==> config.mk <==
export PLATFORM = sky130hd
export DESIGN_NAME = kwdt_top
export DESIGN_NICKNAME = d
export VERILOG_FILES = /design/src/rtl/kwdt_pkg.sv /design/src/rtl/kwdt_regbank.sv /design/src/rtl/kwdt_prescaler.sv /design/src/rtl/kwdt_counter.sv /design/src/rtl/kwdt_rstgen.sv /design/src/rtl/kwdt_top.sv
export SDC_FILE = /design/constraint.sdc
export NUM_CORES = 1
export LEC_CHECK = 0
export BUFFER_PORTS_ARGS = -buffer_cell sky130_fd_sc_hd__buf_2
export CORE_ASPECT_RATIO = 1.1
export CORE_MARGIN = 1.5
export CORE_UTILIZATION = 45
export DETAILED_ROUTE_END_ITERATION = 16
export PLACE_DENSITY = 0.67
export SYNTH_ARGS = -nofsm -noshare
export SYNTH_HDL_FRONTEND = slang
export SYNTH_SLANG_ARGS = --single-unit
==> constraint.sdc <==
create_clock -name clk -period 2.48 [get_ports clk]
set_clock_uncertainty 0.05 [all_clocks]
set_input_delay 0.496 -clock clk [delete_from_list [all_inputs] [get_ports clk]]
set_output_delay 0.496 -clock clk [all_outputs]
set_load 0.03 [all_outputs]
==> src/rtl/kwdt_pkg.sv <==
package kwdt_pkg;

    localparam logic [7:0] KEY_CTRL  = 8'hA5;
    localparam logic [7:0] KEY_LOAD  = 8'h5A;
    localparam logic [15:0] FLAG_CLR = 16'hA500;

    localparam int OFS_CTRL = 0;
    localparam int OFS_CNT  = 2;
    localparam int OFS_RSTC = 4;

    localparam int BIT_WDMODE = 6;
    localparam int BIT_EN     = 5;
    localparam int BIT_RSTEN  = 6;
    localparam int BIT_FLAG   = 7;

    typedef struct packed {
        logic       wd_mode;
        logic       run;
        logic [3:0] sel;
    } ctrl_t;

    typedef struct packed {
        logic ctrl_we;
        logic cnt_we;
        logic rstc_we;
        logic clr_try;
        logic rd_rstc;
    } bus_dec_t;

    // log2 of the division ratio for a select code
    function automatic int div_shift(input logic [3:0] code, input int sel_w);
        int s;
        if (sel_w == 4 && code[3]) begin
            s = 15 + int'(code[2:0]);
        end else begin
            case (code[2:0])
                3'd0: s = 0;
                3'd1: s = 6;
                3'd2: s = 7;
                3'd3: s = 8;
                3'd4: s = 9;
                3'd5: s = 10;
                3'd6: s = 12;
                default: s = 14;
            endcase
        end
        return s;
    endfunction

    function automatic int pre_width(input int sel_w);
        return (sel_w == 4) ? 22 : 14;
    endfunction

endpackage

==> src/rtl/kwdt_regbank.sv <==
module kwdt_regbank
    import kwdt_pkg::*;
#(
    parameter int ADDR_W = 3,
    parameter int SEL_W  = 3
) (
    input  logic              clk,
    input  logic              rst,
    input  logic [ADDR_W-1:0] bus_addr,
    input  logic              bus_wr,
    input  logic              bus_rd,
    input  logic [15:0]       bus_wdata,
    input  logic [7:0]        cnt_val,
    input  logic              ovf_set,
    output logic [15:0]       bus_rdata,
    output ctrl_t             ctrl,
    output logic              cnt_we,
    output logic              rst_en,
    output logic              ovf_flag,
    output logic              clr_armed
);

    bus_dec_t dec;
    logic [7:0] key;
    logic       clr_ok;

    assign key = bus_wdata[15:8];

    always_comb begin
        dec         = '0;
        dec.ctrl_we = bus_wr && (int'(bus_addr) == OFS_CTRL) && (key == KEY_CTRL);
        dec.cnt_we  = bus_wr && (int'(bus_addr) == OFS_CNT)  && (key == KEY_LOAD);
        dec.rstc_we = bus_wr && (int'(bus_addr) == OFS_RSTC) && (key == KEY_LOAD);
        dec.clr_try = bus_wr && (int'(bus_addr) == OFS_RSTC) && (bus_wdata == FLAG_CLR);
        dec.rd_rstc = bus_rd && (int'(bus_addr) == OFS_RSTC);
    end

    assign cnt_we = dec.cnt_we;
    assign clr_ok = dec.clr_try && clr_armed;

    always_ff @(posedge clk) begin
        if (rst) begin
            ctrl <= '0;
        end else if (dec.ctrl_we) begin
            ctrl.wd_mode <= bus_wdata[BIT_WDMODE];
            ctrl.run     <= bus_wdata[BIT_EN];
            ctrl.sel     <= 4'(bus_wdata[SEL_W-1:0]);
        end
    end

    always_ff @(posedge clk) begin
        if (rst) begin
            rst_en <= 1'b0;
        end else if (dec.rstc_we) begin
            rst_en <= bus_wdata[BIT_RSTEN];
        end
    end

    always_ff @(posedge clk) begin
        if (rst) begin
            ovf_flag  <= 1'b0;
            clr_armed <= 1'b0;
        end else begin
            if (ovf_set) begin
                ovf_flag <= 1'b1;
            end else if (clr_ok) begin
                ovf_flag <= 1'b0;
            end
            if (clr_ok) begin
                clr_armed <= 1'b0;
            end else if (dec.rd_rstc && ovf_flag) begin
                clr_armed <= 1'b1;
            end
        end
    end

    logic [7:0] ctrl_rd;
    always_comb begin
        ctrl_rd              = '0;
        ctrl_rd[BIT_WDMODE]  = ctrl.wd_mode;
        ctrl_rd[BIT_EN]      = ctrl.run;
        ctrl_rd[SEL_W-1:0]   = ctrl.sel[SEL_W-1:0];
    end

    always_comb begin
        bus_rdata = '0;
        case (int'(bus_addr))
            OFS_CTRL: bus_rdata[7:0] = ctrl_rd;
            OFS_CNT:  bus_rdata[7:0] = cnt_val;
            OFS_RSTC: begin
                bus_rdata[BIT_FLAG]  = ovf_flag;
                bus_rdata[BIT_RSTEN] = rst_en;
            end
            default:  bus_rdata = '0;
        endcase
    end

endmodule

==> src/rtl/kwdt_prescaler.sv <==
module kwdt_prescaler
    import kwdt_pkg::*;
#(
    parameter int SEL_W = 3
) (
    input  logic       clk,
    input  logic       rst,
    input  logic       run,
    input  logic       restart,
    input  logic [3:0] sel,
    output logic       tick
);

    localparam int PRE_W = pre_width(SEL_W);
    localparam int SH_W  = $clog2(PRE_W + 1);

    logic [PRE_W-1:0] pre_q;
    logic [PRE_W-1:0] mask;
    logic [SH_W-1:0]  shamt;

    assign shamt = SH_W'(div_shift(sel, SEL_W));
    assign mask  = ~({PRE_W{1'b1}} << shamt);
    assign tick  = run && ((pre_q & mask) == mask);

    always_ff @(posedge clk) begin
        if (rst || !run || restart) begin
            pre_q <= '0;
        end else begin
            pre_q <= pre_q + 1'b1;
        end
    end

endmodule

==> src/rtl/kwdt_counter.sv <==
module kwdt_counter #(
    parameter int CNT_W = 8
) (
    input  logic             clk,
    input  logic             rst,
    input  logic             load,
    input  logic [CNT_W-1:0] load_val,
    input  logic             tick,
    output logic [CNT_W-1:0] cnt,
    output logic             wrap
);

    assign wrap = tick && !load && (cnt == {CNT_W{1'b1}});

    always_ff @(posedge clk) begin
        if (rst) begin
            cnt <= '0;
        end else if (load) begin
            cnt <= load_val;
        end else if (tick) begin
            cnt <= cnt + 1'b1;
        end
    end

endmodule

==> src/rtl/kwdt_rstgen.sv <==
module kwdt_rstgen #(
    parameter int PULSE = 16
) (
    input  logic clk,
    input  logic rst,
    input  logic trig,
    output logic req
);

    localparam int PW = $clog2(PULSE + 1);

    logic [PW-1:0] left_q;

    always_ff @(posedge clk) begin
        if (rst) begin
            left_q <= '0;
        end else if (trig) begin
            left_q <= PW'(PULSE);
        end else if (left_q != '0) begin
            left_q <= left_q - 1'b1;
        end
    end

    assign req = (left_q != '0);

endmodule

==> src/rtl/kwdt_top.sv <==
module kwdt_top
    import kwdt_pkg::*;
#(
    parameter int ADDR_W = 3,
    parameter int SEL_W  = 3,
    parameter int PULSE  = 16
) (
    input  logic              clk,
    input  logic              rst,
    input  logic [ADDR_W-1:0] bus_addr,
    input  logic              bus_wr,
    input  logic              bus_rd,
    input  logic [15:0]       bus_wdata,
    output logic [15:0]       bus_rdata,
    output logic              rst_req
);

    localparam int CNT_W = 8;

    ctrl_t            ctrl;
    logic             cnt_we;
    logic             rst_en;
    logic             ovf_flag;
    logic             clr_armed;
    logic             tick;
    logic             wrap;
    logic [CNT_W-1:0] cnt_val;
    logic             ovf_ev;

    assign ovf_ev = wrap && ctrl.wd_mode;

    kwdt_regbank #(.ADDR_W(ADDR_W), .SEL_W(SEL_W)) u_regs (
        .clk       (clk),
        .rst       (rst),
        .bus_addr  (bus_addr),
        .bus_wr    (bus_wr),
        .bus_rd    (bus_rd),
        .bus_wdata (bus_wdata),
        .cnt_val   (cnt_val),
        .ovf_set   (ovf_ev),
        .bus_rdata (bus_rdata),
        .ctrl      (ctrl),
        .cnt_we    (cnt_we),
        .rst_en    (rst_en),
        .ovf_flag  (ovf_flag),
        .clr_armed (clr_armed)
    );

    kwdt_prescaler #(.SEL_W(SEL_W)) u_pre (
        .clk     (clk),
        .rst     (rst),
        .run     (ctrl.run),
        .restart (cnt_we),
        .sel     (ctrl.sel),
        .tick    (tick)
    );

    kwdt_counter #(.CNT_W(CNT_W)) u_cnt (
        .clk      (clk),
        .rst      (rst),
        .load     (cnt_we),
        .load_val (bus_wdata[CNT_W-1:0]),
        .tick     (tick),
        .cnt      (cnt_val),
        .wrap     (wrap)
    );

    kwdt_rstgen #(.PULSE(PULSE)) u_rgen (
        .clk  (clk),
        .rst  (rst),
        .trig (ovf_ev && rst_en),
        .req  (rst_req)
    );

endmodule

==> out/results.tsv <==
stage	metric	value	unit
clocking	H-tree levels	2	
placement	gpl congestion	0.905	
power	P per Cell Area	650	nW/um^2
job	max cap viols	0	
route	Initial DRT Pass Iterations	5	
floorplanning	CORE AREA	4290	um^2
clocking	post-CTS setup buffer count	0	
timing	Max Slew Vio Count	0	
power	Clock Power Share	34.4	%
worst_setup_path	critical path's slowest cell	or4_1	
clocking	Clk Latency, worst-skew pair	0.29	ns
synthesis	sequential share of the synthesized area	35.1	%
synthesis	Netlist cell types	53	
route	via count	1835	
synthesis	Yosys reg bits	35	
worst_hold_path	hold path start	u_pre.pre_q[0]	
timing	Slew @ Worst Pin	0.987	ns
timing	post-layout minimum cycle time	2.17	ns
layout	fraction of layout cells with a size suffix above 1	20.1	%
worst_setup_path	FF-to-FF Start	u_pre.pre_q[0]	
global_routing	gr ovfl total	0	
timing	Final setup viols	0	
worst_setup_path	crit-path cells	and4_1, and2_1, o221ai_2, or4_1, a311oi_2	
power	Switching Share	29.8	%
worst_setup_path	CP Launch Type	flip-flop	
route	ANT nets after route	0	
power	peak supply drop	569	uV
clocking	cts bufs inserted	5	
power	Leakage	0.925	nW
synthesis	number of flops mapped to enable cells by yosys	0	
timing	slew margin rel.	34.0	%
route	DR WL/cell	14.2	um
worst_setup_path	Crit Path Category	flip-flop to flip-flop	
power	Flop pwr share	42.1	%
clocking	Post-CTS Resized	0	
synthesis	ys flop type	dfxtp_1	
global_routing	largest net degree at the start of global routing	18	
global_routing	first-pass GRT wire length	7780	um
synthesis	Mean Syn Cell Area	8.43	um^2
floorplanning	die height	72.9	um
route	DR iter-0 viols	97	
timing	fin crit share	87.5	%
clocking	CTS Buffer Depth	2	
global_routing	initial antenna violation count	0	
route	DRC errors left	0	
placement	IO buf count	31	
layout	Sequential Area	701	um^2
layout	non-filler cells in the finished layout	328	
synthesis	cell area after synthesis	2000	um^2
clocking	clock-pin slew on the worst setup and hold paths	0.08	ns
timing	Final Hold Viols	0	
floorplanning	Ports	40	
worst_setup_path	Critical Path RT	2.64	ns
global_routing	number of global-route vias before repair	1672	
worst_setup_path	Critical Path End Type	flip-flop	
route	Vias/cell	5.59	
worst_setup_path	worst-path maximum fanout	17	
timing	setup_tns	0	ns
clocking	hold-fix buffers at CTS	0	
floorplanning	row cnt	25	
power	internal power	1.06	mW
layout	antenna fix cells	0	
layout	fill count	413	
placement	DP HPWL	3530	um
clocking	clock sink total	35	
power	combinational share of power	23.4	%
floorplanning	initial core utilization	46.6	%
floorplanning	die footprint	4850	um^2
clocking	CTS root buf	clkbuf_8	
timing	WHS	0.433	ns
worst_setup_path	CP peak stage delay	0.59	ns
power	NetSw	0.449	mW
clocking	CTS tree	built	
synthesis	post-synthesis cell count	237	
layout	Multi-input gate area	1200	um^2
global_routing	gr usage total	21.1	%
timing	Peak Freq	0.461	GHz
route	Routed WL	4650	um
layout	final layout net count	300	
worst_setup_path	crit path from	u_pre.pre_q[0]	
layout	Syn-to-layout area delta	16.0	%
worst_setup_path	CP arrival	2.33	ns
floorplanning	die width	66.5	um
placement	Inst Count DP	320	
outcome	status	finished, final reports clean	
synthesis	Synthesis Warnings	0	
timing	RSZ-0062 raised after global routing	false	
synthesis	Async SR Flop Fraction	0	%
worst_hold_path	Hold Path Class	flip-flop to flip-flop	
[state kept, by name (all words and copies together) (netlist names)]
| register | count |
|---|---|
| u_cnt.cnt | 8 |
| u_rgen.left_q | 5 |
| u_regs.ovf_flag | 1 |
| u_regs.rst_en | 1 |
| u_regs.ctrl | 5 |
| u_pre.pre_q | 14 |
| u_regs.clr_armed | 1 |
[metrics by stage]
| step | total power, mW | instance area [um^2] | util [%] | setup slack [ns] |
|---|---|---|---|---|
| 3_3_place_gp | 0.994 | 2200 | 51.4 | 0.192 |
| 6_report | 1.51 | 2320 | 54.1 | 0.310 |
| 4_1_cts | 1.52 | 2320 | 54.1 | 0.332 |
| 2_1_floorplan | 0.902 | 2020 | - | 0.396 |
| 3_5_place_dp | 0.999 | 2200 | 51.4 | 0.172 |
| 5_1_grt | 1.57 | 2320 | 54.1 | 0.123 |
[critical path: cells and delay by family, from the launching register on]
kind / cells / cell delay, ns
AND/OR/NAND/NOR: 3 / 1.05
AO/OA/AOI/OAI: 2 / 0.58
flip-flops: 1 / 0.40
[cell families after synthesis]
kind of cell / share of synthesized area, %
simple gates: 30.3
buf+inv: 6.02
mux: 5.51
other cells: 0.188
xor+xnor: 6.58
flops: 35.1
compound gates: 13.8
fa+ha+maj: 2.51
[power by group through the flow]
stage / clock network [mW] / logic, mW / registers, mW
6_report: 0.519 / 0.353 / 0.634
3_3_place_gp: 0 / 0.349 / 0.646
5_1_grt: 0.553 / 0.382 / 0.639
2_1_floorplan: 0 / 0.264 / 0.638
3_5_place_dp: 0 / 0.355 / 0.644
4_1_cts: 0.530 / 0.354 / 0.633
[cell usage in the layout, fill, tap and decap left out, types with 3 or more instances in the layout]
cell / netlist / routed
o31ai_1: 6 / 6
xnor2_1: 10 / 10
clkbuf_8: 0 / 5
inv_1: 7 / 7
and3_1: 8 / 8
nor2_1: 38 / 38
a31oi_1: 5 / 5
a21oi_1: 5 / 5
buf_2: 3 / 31
or3_1: 3 / 3
or4_1: 5 / 5
nor3_1: 9 / 9
nand2_1: 11 / 11
buf_4: 8 / 7
nor4_1: 3 / 3
xor2_1: 5 / 5
ha_1: 4 / 4
mux2i_1: 11 / 11
nand3_1: 12 / 12
o21ai_1: 5 / 5
conb_1: 1 / 8
dfxtp_1: 35 / 35
[worst paths after layout]
| path | to | slack [ns] | cells after the start |
|---|---|---|---|
| worst max register to register | u_cnt.cnt[2] | 0.31 | 5 |
| worst max-delay path | u_cnt.cnt[2] | 0.31 | 5 |
| worst min register to register | u_pre.pre_q[0] | 0.43 | 1 |
| worst min-delay path | u_pre.pre_q[0] | 0.43 | 1 |
[metal layers]
| layer | vias up | track usage [%] | part of all wire (%) |
|---|---|---|---|
| met2 | 43 | 36.2 | 48 |
| met3 | 11 | 3.40 | 4.1 |
| met1 | 860 | 25.8 | 45 |
| li1 | 921 | - | - |
| met4 | 0 | 9.52 | 2.6 |
| met5 | - | 0 | 0 |
[cell usage after synthesis, drive strengths merged, types with 2 or more instances]
master / instances / share of area (%)
o21ai: 7 / 1.8
mux2i: 11 / 5.5
xor2: 5 / 2.2
nand2: 12 / 2.4
or3: 3 / 0.94
and3: 8 / 2.5
nand3: 14 / 4.0
nor3: 9 / 2.3
nor4b: 2 / 0.88
a32o: 2 / 1.0
nor2: 38 / 7.1
a211oi: 2 / 1.0
or4: 5 / 1.9
buf: 11 / 3.8
clkbuf: 5 / 0.94
ha: 4 / 2.5
a31oi: 5 / 1.6
a21oi: 5 / 1.3
or2: 2 / 0.63
and4: 2 / 0.88
nand4bb: 2 / 1.1
inv: 7 / 1.3
xnor2: 10 / 4.4
nand4: 2 / 0.63
nor4: 4 / 1.6
o31ai: 7 / 2.9
dfxtp: 35 / 35
[final cells by class]
class,count,area share [%]
clock inverters,3,1.89
flip-flops and latches,35,30.2
multi-input cells,186,51.9
inverters,7,1.13
repair buffers,38,8.96
clock buffers,5,2.97
well taps,54,2.92
Note: power is estimated with default switching activity, not from simulation.
